### config.mk
export PLATFORM = sky130hd
export DESIGN_NAME = spi_wiper_decoder
export DESIGN_NICKNAME = d
export VERILOG_FILES = /design/src/rtl/wpd_pkg.sv /design/src/rtl/wpd_sync.sv /design/src/rtl/wpd_framer.sv /design/src/rtl/wpd_ctrl.sv /design/src/rtl/spi_wiper_decoder.sv
export SDC_FILE = /design/constraint.sdc
export NUM_CORES = 1
export LEC_CHECK = 0
export ABC_AREA = 1
export BUFFER_PORTS_ARGS = -buffer_cell sky130_fd_sc_hd__buf_2
export CORE_ASPECT_RATIO = 1.75
export CORE_MARGIN = 5
export CORE_UTILIZATION = 44
export DETAILED_ROUTE_END_ITERATION = 8
export GPL_TIMING_DRIVEN = 1
export PLACE_DENSITY = 0.66
export SETUP_SLACK_MARGIN = 0.15
export SYNTH_ARGS = -nofsm -noshare
export SYNTH_HDL_FRONTEND = slang
export SYNTH_SLANG_ARGS = --single-unit
### constraint.sdc
create_clock -name clk -period 4.3 [get_ports clk]
set_input_delay 1.075 -clock clk [delete_from_list [all_inputs] [get_ports clk]]
set_output_delay 1.075 -clock clk [all_outputs]
set_load 0.005 [all_outputs]
### src/rtl/wpd_pkg.sv
package wpd_pkg;
    localparam int CMD_W = 4;
    localparam int PAD_W = 2;

    typedef enum logic [CMD_W-1:0] {
        CMD_NOP      = 4'd0,
        CMD_WR_WIPER = 4'd1,
        CMD_RD_WIPER = 4'd2,
        CMD_STORE    = 4'd3,
        CMD_RESTORE  = 4'd4,
        CMD_RD_NV    = 4'd5,
        CMD_WR_CTRL  = 4'd6,
        CMD_RD_CTRL  = 4'd7,
        CMD_SHUTDOWN = 4'd8
    } cmd_e;

    typedef enum logic [1:0] {
        ST_IDLE,
        ST_SHIFT,
        ST_LOCKED,
        ST_EXEC
    } fsm_e;
endpackage

### src/rtl/wpd_sync.sv
module wpd_sync #(
    parameter int          N       = 3,
    parameter int          STAGES  = 2,
    parameter logic [N-1:0] RST_VAL = '0
) (
    input  logic         clk,
    input  logic         rst_n,
    input  logic [N-1:0] async_in,
    output logic [N-1:0] level,
    output logic [N-1:0] rise,
    output logic [N-1:0] fall
);
    logic [STAGES:0][N-1:0] pipe_q;

    always_ff @(posedge clk or negedge rst_n) begin
        if (!rst_n) begin
            pipe_q <= {(STAGES+1){RST_VAL}};
        end else begin
            pipe_q <= {pipe_q[STAGES-1:0], async_in};
        end
    end

    for (genvar g = 0; g < N; g++) begin : g_edge
        assign level[g] = pipe_q[STAGES-1][g];
        assign rise[g]  =  pipe_q[STAGES-1][g] & ~pipe_q[STAGES][g];
        assign fall[g]  = ~pipe_q[STAGES-1][g] &  pipe_q[STAGES][g];
    end
endmodule

### src/rtl/wpd_framer.sv
module wpd_framer #(
    parameter int WORD_W = 16
) (
    input  logic              clk,
    input  logic              rst_n,
    input  logic              shift_en,
    input  logic              cnt_clr,
    input  logic              tx_clr,
    input  logic              tx_load,
    input  logic [WORD_W-1:0] tx_value,
    input  logic              sclk_rise,
    input  logic              sclk_fall,
    input  logic              din_lvl,
    output logic [WORD_W-1:0] word,
    output logic              frame_ok,
    output logic              sdo
);
    localparam int CNT_W = $clog2(WORD_W);

    logic [CNT_W-1:0]  cnt_q;
    logic              full_q;
    logic [WORD_W-1:0] rx_q;
    logic [WORD_W-1:0] tx_q;

    // receive side: falling serial-clock edge captures data
    always_ff @(posedge clk or negedge rst_n) begin
        if (!rst_n) begin
            cnt_q  <= '0;
            full_q <= 1'b0;
            rx_q   <= '0;
        end else if (cnt_clr) begin
            cnt_q  <= '0;
            full_q <= 1'b0;
        end else if (shift_en && sclk_fall) begin
            rx_q  <= {rx_q[WORD_W-2:0], din_lvl};
            cnt_q <= cnt_q + 1'b1;
            if (cnt_q == CNT_W'(WORD_W-1)) begin
                full_q <= 1'b1;
            end
        end
    end

    assign word     = rx_q;
    assign frame_ok = full_q && (cnt_q == '0) && (rx_q[WORD_W-1 -: 2] == 2'b00);

    // transmit side: rising serial-clock edge presents the next bit
    always_ff @(posedge clk or negedge rst_n) begin
        if (!rst_n) begin
            tx_q <= '0;
            sdo  <= 1'b0;
        end else if (tx_clr) begin
            tx_q <= '0;
            sdo  <= 1'b0;
        end else if (tx_load) begin
            tx_q <= tx_value;
        end else if (shift_en && sclk_rise) begin
            sdo  <= tx_q[WORD_W-1];
            tx_q <= {tx_q[WORD_W-2:0], 1'b0};
        end
    end

    assert_sdo_quiet_R9: assert property (@(posedge clk) disable iff (!rst_n)
        tx_clr |=> !sdo);
    assert_count_restart_R3: assert property (@(posedge clk) disable iff (!rst_n)
        cnt_clr |=> !frame_ok);
endmodule

### src/rtl/wpd_ctrl.sv
module wpd_ctrl
    import wpd_pkg::*;
#(
    parameter int WIPER_W = 10,
    parameter int CTRL_W  = 4,
    parameter int NVSEL_W = 5,
    parameter int WORD_W  = 16
) (
    input  logic                   clk,
    input  logic                   rst_n,
    input  logic                   sync_fall,
    input  logic                   sync_rise,
    input  logic                   frame_ok,
    input  logic                   store_busy,
    input  logic [WORD_W-3:0]      word,
    input  logic [WORD_W-1:0]      nv_rdata,
    output logic                   shift_en,
    output logic                   cnt_clr,
    output logic                   tx_clr,
    output logic                   tx_load,
    output logic [WORD_W-1:0]      tx_value,
    output logic [WIPER_W-1:0]     wiper_q,
    output logic [CTRL_W-1:0]      ctrl_q,
    output logic                   shutdown_q,
    output logic [NVSEL_W-1:0]     nv_sel_q,
    output logic                   store_req,
    output logic                   restore_req
);
    localparam int CMD_LSB = WIPER_W;

    fsm_e             state_q, state_d;
    logic [CMD_W-1:0] cmd;
    logic [WIPER_W-1:0] data;

    assign cmd  = word[CMD_LSB +: CMD_W];
    assign data = word[WIPER_W-1:0];

    // next-state logic
    always_comb begin
        state_d = state_q;
        unique case (state_q)
            ST_IDLE:   if (sync_fall) state_d = store_busy ? ST_LOCKED : ST_SHIFT;
            ST_SHIFT:  if (sync_rise) state_d = (frame_ok && !store_busy) ? ST_EXEC : ST_IDLE;
            ST_LOCKED: if (sync_rise) state_d = ST_IDLE;
            ST_EXEC:   state_d = ST_IDLE;
        endcase
    end

    // state register
    always_ff @(posedge clk or negedge rst_n) begin
        if (!rst_n) state_q <= ST_IDLE;
        else        state_q <= state_d;
    end

    assign shift_en = (state_q == ST_SHIFT);
    assign cnt_clr  = (state_q == ST_IDLE) && sync_fall;
    assign tx_clr   = sync_rise && ((state_q == ST_SHIFT) || (state_q == ST_LOCKED));

    // readback selection during EXEC
    always_comb begin
        tx_load  = 1'b0;
        tx_value = '0;
        if (state_q == ST_EXEC) begin
            case (cmd)
                CMD_RD_WIPER: begin
                    tx_load = 1'b1;
                    tx_value[WIPER_W-1:0] = wiper_q;
                end
                CMD_RD_CTRL: begin
                    tx_load = 1'b1;
                    tx_value[CTRL_W-1:0] = ctrl_q;
                end
                CMD_RD_NV: begin
                    tx_load  = 1'b1;
                    tx_value = nv_rdata;
                end
                default: ;
            endcase
        end
    end

    // registered outputs
    always_ff @(posedge clk or negedge rst_n) begin
        if (!rst_n) begin
            wiper_q     <= '0;
            ctrl_q      <= '0;
            shutdown_q  <= 1'b0;
            nv_sel_q    <= '0;
            store_req   <= 1'b0;
            restore_req <= 1'b0;
        end else begin
            store_req   <= 1'b0;
            restore_req <= 1'b0;
            if (state_q == ST_EXEC) begin
                case (cmd)
                    CMD_WR_WIPER: wiper_q     <= data;
                    CMD_WR_CTRL:  ctrl_q      <= data[CTRL_W-1:0];
                    CMD_SHUTDOWN: shutdown_q  <= data[0];
                    CMD_RD_NV:    nv_sel_q    <= data[NVSEL_W-1:0];
                    CMD_STORE:    store_req   <= 1'b1;
                    CMD_RESTORE:  restore_req <= 1'b1;
                    default: ;
                endcase
            end
        end
    end

    assert_strobe_single_R10: assert property (@(posedge clk) disable iff (!rst_n)
        (store_req || restore_req) |=> !(store_req || restore_req));
    assert_strobe_excl_R10: assert property (@(posedge clk) disable iff (!rst_n)
        !(store_req && restore_req));
    assert_wiper_after_exec_R2: assert property (@(posedge clk) disable iff (!rst_n)
        !$stable(wiper_q) |-> $past(state_q == ST_EXEC));
    assert_exec_needs_valid_R3: assert property (@(posedge clk) disable iff (!rst_n)
        (state_q == ST_EXEC) |-> $past(frame_ok));
    assert_busy_blocks_R12: assert property (@(posedge clk) disable iff (!rst_n)
        (state_q == ST_SHIFT && sync_rise && store_busy) |=> (state_q == ST_IDLE));
endmodule

### src/rtl/spi_wiper_decoder.sv
module spi_wiper_decoder #(
    parameter int WIPER_W     = 10,
    parameter int CTRL_W      = 4,
    parameter int NVSEL_W     = 5,
    parameter int SYNC_STAGES = 2
) (
    input  logic                 clk,
    input  logic                 rst_n,
    input  logic                 sync_n,
    input  logic                 sclk,
    input  logic                 din,
    input  logic                 store_busy,
    input  logic [WIPER_W+5:0]   nv_rdata,
    output logic                 sdo,
    output logic [WIPER_W-1:0]   wiper_code,
    output logic [CTRL_W-1:0]    ctrl_bits,
    output logic                 shutdown,
    output logic [NVSEL_W-1:0]   nv_sel,
    output logic                 store_req,
    output logic                 restore_req
);
    localparam int WORD_W = wpd_pkg::PAD_W + wpd_pkg::CMD_W + WIPER_W;

    logic [2:0] lvl, rse, fll;
    logic              shift_en, cnt_clr, tx_clr, tx_load, frame_ok;
    logic [WORD_W-1:0] tx_value, word;

    wpd_sync #(.N(3), .STAGES(SYNC_STAGES), .RST_VAL(3'b100)) u_sync (
        .clk      (clk),
        .rst_n    (rst_n),
        .async_in ({sync_n, sclk, din}),
        .level    (lvl),
        .rise     (rse),
        .fall     (fll)
    );

    wpd_framer #(.WORD_W(WORD_W)) u_framer (
        .clk       (clk),
        .rst_n     (rst_n),
        .shift_en  (shift_en),
        .cnt_clr   (cnt_clr),
        .tx_clr    (tx_clr),
        .tx_load   (tx_load),
        .tx_value  (tx_value),
        .sclk_rise (rse[1]),
        .sclk_fall (fll[1]),
        .din_lvl   (lvl[0]),
        .word      (word),
        .frame_ok  (frame_ok),
        .sdo       (sdo)
    );

    // select is low-active: its falling level edge opens a frame
    wpd_ctrl #(.WIPER_W(WIPER_W), .CTRL_W(CTRL_W), .NVSEL_W(NVSEL_W), .WORD_W(WORD_W)) u_ctrl (
        .clk         (clk),
        .rst_n       (rst_n),
        .sync_fall   (fll[2]),
        .sync_rise   (rse[2]),
        .frame_ok    (frame_ok),
        .store_busy  (store_busy),
        .word        (word[WORD_W-3:0]),
        .nv_rdata    (nv_rdata),
        .shift_en    (shift_en),
        .cnt_clr     (cnt_clr),
        .tx_clr      (tx_clr),
        .tx_load     (tx_load),
        .tx_value    (tx_value),
        .wiper_q     (wiper_code),
        .ctrl_q      (ctrl_bits),
        .shutdown_q  (shutdown),
        .nv_sel_q    (nv_sel),
        .store_req   (store_req),
        .restore_req (restore_req)
    );

    assert_sdo_idle_R9: assert property (@(posedge clk) disable iff (!rst_n)
        (lvl[2] && $past(lvl[2]) && $past(lvl[2], 2)) |-> !sdo);
endmodule

==> run_results.csv, run 1 <==
group,metric,value,unit
outcome,status,"finished, final reports clean",
pwr,fin_total_pwr,1.67,mW
cells_and_area,fin_util,52.0,%
routing,drt_pass1_iterations,4,
cells_and_area,design_area,3710,um2
floorplanning,die_area,9060,um2
synthesis,synth_top_area_share,53.0,%
timing,period_needed,2320,ps
clock_tree,cts_resized,0,
timing,slew_viol_final,0,
worst_setup_path,cpPeakStageDelay,630,ps
global_routing,grtUsageTotal,16.9,%
cells_and_area,n_antenna_cell,0,
timing,fin_worst_skew,4.60,ps
global_routing,overflow,0,
worst_setup_path,cp_data_arrival_time,2530,ps
placed_design,port_buffers,44,
worst_setup_path,startpoint_type,"flip-flop",
timing,worst_pin_slew,862,ps
floorplanning,core,7130,um2
cells_and_area,fin_nets,459,
floorplanning,pin_count,45,
global_routing,grt_pass1_wl,11.7,mm
routing,vias,2556,
synthesis,yosys_warnings,0,
placed_design,place_area,3440,um2
synthesis,synth.yosys.seq_area_share,55.5,%
worst_setup_path,cp_cell_sequence,"ha_1 > nand4_1 > nand2_2 > nor2_4 > nand2_1 > nand2_1",
timing,holdWs,347,ps
synthesis,syn_nets,415,
routing,drt_iter0_drc,119,
worst_setup_path,crit_top_cell,"nand2_1",
timing,rsz0062_at_grt,"false",
floorplanning,die_w,74.1,um
cells_and_area,drive_gt1_share,17.0,%
synthesis,synth_seq_cells,70,
timing,hold_viol_final,0,
routing,wirelength,6.85,mm
clock_tree,cts_hold_buf,0,
global_routing,grt_pass1_vias,2565,
cells_and_area,fill_cells,691,
synthesis,syn_inst,387,
clock_tree,clock_sinks,70,
timing,finalSetupTns,0,ps
routing,ant_nets,0,
clock_tree,clockBufferDepth,2,
routing,viasPerCell,4.90,
clock_tree,cts_max_level,3,
worst_hold_path,min_path_cells,0,
cells_and_area,area_growth,17.1,%
worst_setup_path,required,4510,ps
synthesis,synth_area_leaders,"dfrtp_1 53%, nand2_1 18%, o21ai_0 6.0%",
synthesis,yosys.area.top_type,"dfrtp_1",
global_routing,grt_max_degree,33,
pwr,ir_drop,0.000223,V
worst_hold_path,hp-class,"reg -> reg",
global_routing,antenna_found_initial,0,
floorplanning,die_height,122,um
pwr,p_leak,1.93,nW
worst_setup_path,reg2reg_depth,6,
clock_tree,cts_setup_buffers,0,
worst_setup_path,cpMaxStageDelayCell,"nand4_1",
timing,min_period_over_period,53.9,%
timing,max_freq,431,MHz
clock_tree,root_buffer,"clkbuf_16",
floorplanning,row_count,41,
worst_setup_path,cp_max_fo,16,
routing,route.detailed.drc,0,
timing,finalSetupViolations,0,
floorplanning,start_util,44.4,%
flow_run,maxCapViolCount,0,
synthesis,avgSynthCellArea,8.18,um2
synthesis,ys_types,21,
timing,relSlewSlack,42.4,%
clock_tree,cts_inserted_buffers,9,
clock_tree,cts_tree,"done",
placed_design,place_hpwl,5.19,mm
worst_setup_path,critPathCaptureType,"flip-flop",
clock_tree,worstSkewPairLatency,330,ps
worst_setup_path,crit_type,"reg -> reg",
placed_design,routabilityCongestion,0.806,
clock_tree,clkSlewWorstSetupHoldPaths,50,ps
synthesis,syn_area,3170,um2
routing,wl_per_cell,13.1,um
pwr,cellPowerDensity,451,nW/um2
==> logic make-up (layout without fill, tap and decap cells) <==
| group | Yosys count | after routing | share of synthesized area, % |
|---|---|---|---|
| simple gates | 222 | 222 | 29.2 |
| buf+inv | 45 | 94 | 6.01 |
| compound gates | 44 | 44 | 6.96 |
| fa+ha+maj | 6 | 6 | 2.37 |
| flops | 70 | 70 | 55.5 |
==> synthesized netlist by cell type (all sizes together) <==
cell / instances
a21oi: 6
buf: 7
dfstp: 3
dfrtp: 67
nand4: 5
o21ai: 38
nand3b: 1
nor3b: 1
nand3: 27
nand2: 152
nor3: 6
inv: 32
ha: 6
nor2: 30
clkbuf: 6
==> through the flow <==
stage	std cells	setup slack [ps]
finish	522	1980
global route	522	1700
CTS	522	1980
detailed placement	506	1980
global placement	506	2070
floorplan	387	2740
==> cell type report <==
type                            instances  area [um2]  area share, %
Inverter                               32         120           3.24
Clock buffer                           10         229           6.18
Sequential cell                        70        1760           47.4
Multi-Input combinational cell        272        1220           32.9
Timing Repair Buffer                   46         235           6.35
Tap cell                               86         108           2.90
Clock inverter                          6        38.8           1.05
==> worst paths after layout <==
kind                                                from                              to  slack, ps
max                        u_ctrl.state_q[0]$_DFFE_PN0P_   u_framer.tx_q[13]$_DFFE_PN0P_       1980
min                           u_sync.pipe_q[1]$_DFF_PN0_       u_sync.level[1]$_DFF_PN0_        350
max reg2reg                u_ctrl.state_q[0]$_DFFE_PN0P_   u_framer.tx_q[13]$_DFFE_PN0P_       1980
min reg2reg                   u_sync.pipe_q[1]$_DFF_PN0_       u_sync.level[1]$_DFF_PN0_        350
max in group asynchronous                          rst_n  u_ctrl.nv_sel_q[2]$_DFFE_PN0P_       2780
min in group asynchronous                          rst_n      u_sync.pipe_q[1]$_DFF_PN0_        790
==> worst max-delay path: cells and delay by family (launching register included) <==
kind	cells	cell delay, ps
DFF	1	390
and+or+nand+nor	5	1330
adders and majority gates	1	480
==> power breakdown <==
part	switching [mW]	total (mW)	internal (mW)
clock	0.269	0.657	0.387
sequential	0.0326	0.747	0.714
combinational	0.185	0.267	0.0820
==> cells in the final DEF (no fill, tap or decap) <==
cell and instances:
a21oi_1 6, buf_2 44, buf_4 2, clkbuf_1 1, clkbuf_16 9, clkinv_2 3, clkinv_4 1, clkinvlp_4 2
dfrtp_1 67, dfstp_2 3, ha_1 6, inv_1 29, inv_2 3, nand2_1 150, nand2_2 2, nand3_1 26
nand3_2 1, nand3b_1 1, nand4_1 5, nor2_1 26, nor2_2 2, nor2_4 2, nor3_1 6, nor3b_1 1
o21ai_0 38
==> metal layers <==
layer  vias up  track usage (%)  share of wire [%]
met5         -                0                  0
met4         0             10.7                4.0
met3        19             3.06                4.6
met2        57             27.3                 50
met1      1174             20.4                 41
li1       1306                -                  -
==> state kept, by name, summed over array words and instances (netlist names) <==
signal and flops:
u_framer.tx_q 16, u_framer.word 16, u_ctrl.wiper_q 10, u_ctrl.nv_sel_q 5, u_sync.pipe_q 5, u_ctrl.ctrl_q 4
u_framer.cnt_q 4, u_sync.level 3, u_ctrl.state_q 2, u_ctrl.restore_req 1, u_ctrl.shutdown_q 1, u_ctrl.store_req 1
u_framer.full_q 1, u_framer.sdo 1
Power figures use the tool's default switching activity.
==> run 2: changes to the inputs <==
==> constraint.sdc (replaced) <==
create_clock -name clk -period 2.3 [get_ports clk]
set_input_delay 0.575 -clock clk [delete_from_list [all_inputs] [get_ports clk]]
set_output_delay 0.575 -clock clk [all_outputs]
set_load 0.005 [all_outputs]
==> run 2 against run 1 <==
Against the previous run: utilization up 1.6 points; first-iteration DRC count up 4.2%; clock-buffer cell count did not move; sequential power up 86%; total power grew 100%; critical path type unchanged; critical endpoint is now u_framer.tx_q[15]$_DFFE_PN0P_.
==> run_results.csv, run 2 (synthesized netlist as in run 1, its figures left out) <==
group,metric,value,unit
global_routing,grt_max_degree,39,
global_routing,grt_use_met2,27.9,%
global_routing,antenna_found_initial,0,
routing,drt_iter0_drc,124,
cells_and_area,fin_cells,527,
clock_tree,cts_inserted_buffers,9,
worst_setup_path,regToRegEndpoint,"u_framer.tx_q[15]$_DFFE_PN0P_",
outcome,status,"finished, final reports clean",
routing,drt_pass1_iterations,4,
cells_and_area,n_antenna_cell,0,
timing,holdWs,253,ps
timing,min_period_over_period,77.6,%
placed_design,port_buffers,44,
timing,hold_viol_final,0,
timing,fin_worst_skew,6.87,ps
worst_setup_path,worstReg2RegStart,"u_framer.word[10]$_DFFE_PN0P_",
worst_setup_path,cp_data_arrival_time,2060,ps
floorplanning,die_height,122,um
placed_design,place_area,3490,um2
floorplanning,start_util,44.4,%
floorplanning,pin_count,45,
worst_setup_path,cpMaxStageDelayCell,"dfrtp_1",
worst_setup_path,cpPeakStageDelay,540,ps
worst_setup_path,reg2reg_depth,9,
pwr,p_leak,1.99,nW
timing,relSlewSlack,59.5,%
worst_setup_path,startpoint_type,"flip-flop",
floorplanning,die_area,9060,um2
worst_setup_path,crit_buf_inv,2,
global_routing,grt_pass1_vias,2518,
timing,rsz0062_at_grt,"false",
timing,max_freq,561,MHz
routing,vias,2578,
cells_and_area,area_growth,20.7,%
clock_tree,root_buffer,"clkbuf_16",
timing,worst_pin_slew,608,ps
global_routing,grtUsageMet1,19.8,%
pwr,cellPowerDensity,895,nW/um2
placed_design,numPlacedInstances,511,
worst_setup_path,crit_top_cell,"nand2_1",
routing,viasPerCell,4.89,
timing,period_needed,1780,ps
worst_setup_path,startpoint,"u_framer.word[10]$_DFFE_PN0P_",
worst_setup_path,cp_cell_sequence,"nand2_1 > nor2_1 > buf_4 > nand2_1 > inv_1 > nand2_1 > nand2_1 > nand2_1 > nand2_1",
global_routing,grtUsageTotal,17.1,%
routing,ant_nets,0,
worst_hold_path,hp-class,"in -> async",
worst_setup_path,critical_path.top_delay_family,"simple AND/OR/NAND/NOR gates",
global_routing,top_usage_layer,"met2",
cells_and_area,mostFrequentLayoutCells,"150 x nand2_1, 67 x dfrtp_1, 44 x buf_2",
worst_setup_path,r2r_setup_slack,520,ps
timing,finalSetupTns,0,ps
global_routing,overflow,0,
clock_tree,cts_resized,0,
global_routing,gr-usage-met3,5.78,%
cells_and_area,design_area,3820,um2
global_routing,grt_pass1_wl,11.6,mm
routing,wirelength,6.86,mm
worst_setup_path,required,2570,ps
clock_tree,cts_max_level,3,
cells_and_area,drive_gt1_share,18.1,%
routing,route.detailed.drc,0,
placed_design,routabilityCongestion,0.839,
clock_tree,clockBufferDepth,2,
pwr,fin_total_pwr,3.42,mW
worst_setup_path,cp_max_fo,11,
placed_design,place_hpwl,4.94,mm
floorplanning,die_w,74.1,um
timing,slew_viol_final,0,
floorplanning,row_count,41,
clock_tree,cts_hold_buf,0,
clock_tree,cts_tree,"done",
worst_setup_path,critPathCaptureType,"flip-flop",
flow_run,maxCapViolCount,0,
clock_tree,worstSkewPairLatency,340,ps
clock_tree,clock_sinks,70,
cells_and_area,fill_cells,670,
worst_setup_path,crit_type,"reg -> reg",
routing,wl_per_cell,13.0,um
pwr,ir_drop,0.000567,V
timing,finalSetupViolations,0,
cells_and_area,layout_commonest_cell,"nand2_1",
clock_tree,cts_setup_buffers,0,
cells_and_area,fin_nets,464,
floorplanning,core,7130,um2
clock_tree,clkSlewWorstSetupHoldPaths,60,ps
[run 2: worst max-delay path by stage]
stage / to / slack [ps] / depth (start not counted)
global route: u_framer.tx_q[13]$_DFFE_PN0P_ / 310 / 6
finish: u_framer.tx_q[15]$_DFFE_PN0P_ / 520 / 9
floorplan: u_framer.word[12]$_DFFE_PN0P_ / 790 / 10
CTS: u_framer.tx_q[13]$_DFFE_PN0P_ / 500 / 9
detailed placement: u_framer.tx_q[13]$_DFFE_PN0P_ / 530 / 9
global placement: u_framer.tx_q[15]$_DFFE_PN0P_ / 570 / 9
[run 2: routing by layer]
metal  part of all wire [%]  wire length, um
met1                     41             2840
met2                     51             3520
met3                    5.1              349
met4                    2.2              150
met5                      0                0
[run 2: stage by stage]
| stage | util, % | setup slack, ps |
|---|---|---|
| 2_1_floorplan | - | 790 |
| 3_3_place_gp | 48.9 | 568 |
| 3_5_place_dp | 48.9 | 528 |
| 4_1_cts | 53.6 | 504 |
| 5_1_grt | 53.6 | 308 |
| 6_report | 53.6 | 516 |
[run 2: power by group]
group          switching (mW)  total [mW]  internal (mW)
Combinational           0.348       0.513          0.165
Clock                   0.528        1.51          0.985
Sequential             0.0600        1.39           1.33
Total                   0.936        3.42           2.48
[run 2: area by class of cell]
cell class	count	area [um2]	area share, %
Clock buffer	10	239	6.25
Clock inverter	6	93.8	2.46
Tap cell	86	108	2.82
Sequential cell	70	1760	45.9
Inverter	32	120	3.14
Multi-Input combinational cell	272	1220	31.9
Timing Repair Buffer	51	285	7.47
==> run 3: changes to the inputs <==
==> constraint.sdc (replaced) <==
create_clock -name clk -period 1.8 [get_ports clk]
set_input_delay 0.45 -clock clk [delete_from_list [all_inputs] [get_ports clk]]
set_output_delay 0.45 -clock clk [all_outputs]
set_load 0.005 [all_outputs]
==> run 3 against run 2 <==
Against the previous run: sequential power is 29% higher; flip-flop and latch count is the same; combinational power increased by 47%; critical endpoint is now u_framer.tx_q[14]$_DFFE_PN0P_; highest routed layer unchanged.
==> run_results.csv, run 3 (synthesized netlist as in run 1, its figures left out) <==
group,metric,value,unit
routing,ant_nets,0,
worst_setup_path,critPathCaptureType,"flip-flop",
placed_design,place_ws,130,ps
worst_setup_path,cp_cell_sequence,"ha_2 > nand4_1 > nand3_1 > nand2_2 > inv_4 > nand2_1 > nand2_1",
routing,wl_per_cell,12.9,um
placed_design,place_hpwl,4.87,mm
pwr,ir_drop,0.000764,V
clock_tree,cts_max_level,3,
cells_and_area,area_growth,22.6,%
timing,min_period_over_period,85.1,%
outcome,status,"finished, final reports clean",
worst_setup_path,cpMaxStageDelayCell,"dfrtp_2",
routing,wirelength,6.89,mm
worst_setup_path,cpPeakStageDelay,410,ps
timing,rsz0062_at_grt,"false",
pwr,intPower,3.09,mW
worst_setup_path,crit_type,"reg -> reg",
timing,worst_pin_slew,368,ps
routing,drt_iter0_drc,165,
floorplanning,row_count,41,
cells_and_area,n_antenna_cell,0,
cells_and_area,mostFrequentLayoutCells,"148 x nand2_1, 66 x dfrtp_1, 44 x buf_2",
worst_setup_path,regToRegEndpoint,"u_framer.tx_q[14]$_DFFE_PN0P_",
pwr,clock_power_share,40.4,%
pwr,p_comb_share,17.6,%
global_routing,top_usage_layer,"met2",
pwr,p_leak,2.01,nW
global_routing,grtUsageMet1,20.1,%
placed_design,port_buffers,44,
worst_hold_path,hp-class,"in -> async",
worst_setup_path,reg2reg_depth,7,
worst_setup_path,r2r_setup_slack,270,ps
pwr,swShare,27.9,%
global_routing,grt_max_degree,71,
timing,slew_viol_final,0,
timing,setup_ws,268,ps
worst_setup_path,startpoint_type,"flip-flop",
global_routing,antenna_found_initial,0,
worst_setup_path,crit_buf_inv,1,
timing,fin_worst_skew,7.51,ps
floorplanning,pin_count,45,
global_routing,grt_pass1_vias,2605,
clock_tree,root_buffer,"clkbuf_16",
worst_setup_path,crit_top_cell,"nand2_1",
routing,drt_pass1_iterations,4,
routing,vias,2576,
clock_tree,cts_tree,"done",
global_routing,grt_pass1_wl,11.7,mm
floorplanning,start_util,44.4,%
clock_tree,clockBufferDepth,2,
routing,route.detailed.drc,0,
clock_tree,clock_sinks,70,
cells_and_area,drive_gt1_share,20.6,%
floorplanning,die_w,74.1,um
worst_setup_path,required,2070,ps
global_routing,grt_use_met2,28.2,%
cells_and_area,design_area,3880,um2
pwr,p_sw,1.19,mW
timing,max_freq,653,MHz
routing,viasPerCell,4.84,
floorplanning,die_height,122,um
timing,relSlewSlack,75.5,%
timing,hold_viol_final,0,
floorplanning,core,7130,um2
worst_setup_path,worstReg2RegStart,"u_ctrl.state_q[0]$_DFFE_PN0P_",
timing,finalSetupViolations,0,
worst_setup_path,cp_max_fo,12,
placed_design,place_area,3520,um2
clock_tree,cts_inserted_buffers,9,
cells_and_area,layout_commonest_cell,"nand2_1",
pwr,seqPwrFrac,42.0,%
floorplanning,die_area,9060,um2
cells_and_area,fin_nets,469,
flow_run,maxCapViolCount,0,
timing,finalSetupTns,0,ps
worst_setup_path,cp_data_arrival_time,1800,ps
global_routing,grtUsageTotal,17.0,%
timing,period_needed,1530,ps
placed_design,routabilityCongestion,0.786,
clock_tree,clkSlewWorstSetupHoldPaths,50,ps
clock_tree,worstSkewPairLatency,330,ps
pwr,cellPowerDensity,1100,nW/um2
clock_tree,cts_hold_buf,0,
worst_setup_path,critical_path.top_delay_family,"simple AND/OR/NAND/NOR gates",
global_routing,overflow,0,
global_routing,gr-usage-met3,4.38,%
run 3: cell count changes in the layout (fill, tap and decap cells not counted), sizes merged:
cell    previous run  this run
clkinv             2         4
buf               51        56
bufinv             2         1
inv               33        32
run 3: per-layer routing:
| layer | part of all wire, % | up-vias |
|---|---|---|
| met3 | 4.6 | 10 |
| met4 | 2.1 | 0 |
| met1 | 42 | 1183 |
| met5 | 0 | - |
| met2 | 51 | 53 |
| li1 | - | 1330 |
run 3: worst reg2reg max path, delay by kind of cell (launching register included):
family,cells,cell delay (ps)
fa+ha+maj,1,240
buf+inv,1,150
flops,1,410
simple gates,5,660
run 3: power groups by stage:
stage	registers, mW	logic (mW)	clock network [mW]
finish	1.80	0.752	1.73
global route	1.82	0.858	1.85
CTS	1.79	0.726	1.78
detailed placement	1.82	0.679	0
global placement	1.81	0.663	0
floorplan	1.79	0.487	0
run 3: worst max path at each step:
stage / from / end / depth (start not counted)
global placement: u_ctrl.state_q[0]$_DFFE_PN0P_ / u_framer.tx_q[3]$_DFFE_PN0P_ / 6
finish: u_ctrl.state_q[0]$_DFFE_PN0P_ / u_framer.tx_q[14]$_DFFE_PN0P_ / 7
detailed placement: u_ctrl.state_q[1]$_DFFE_PN0P_ / u_framer.word[3]$_DFFE_PN0P_ / 9
global route: u_ctrl.state_q[1]$_DFFE_PN0P_ / u_framer.tx_q[11]$_DFFE_PN0P_ / 7
floorplan: u_ctrl.state_q[1]$_DFFE_PN0P_ / u_framer.word[12]$_DFFE_PN0P_ / 10
CTS: u_ctrl.state_q[1]$_DFFE_PN0P_ / u_framer.word[3]$_DFFE_PN0P_ / 9
run 3: layout make-up:
type	count	area (um2)
fill	651	3250
sequential	70	1760
multi-input combinational	272	1250
timing repair buffer	56	343
clock buffer	10	239
inverter	32	123
tap	86	108
clock inverter	6	61.3
run 3: timing repair:
item	in CTS	in global routing
endpoints found under the setup margin	4	29
endpoints found under the hold margin	0	0
pin swaps	1	0
setup buffers	1	0
gates resized for setup	3	12
run 3: stage by stage:
stage	util [%]	power (mW)	instances	hold WS (ps)
6_report	54.4	4.28	532	128
5_1_grt	54.4	4.52	532	176
4_1_cts	53.9	4.30	532	155
3_5_place_dp	49.3	2.49	515	335
3_3_place_gp	49.3	2.47	515	331
2_1_floorplan	-	2.28	387	154
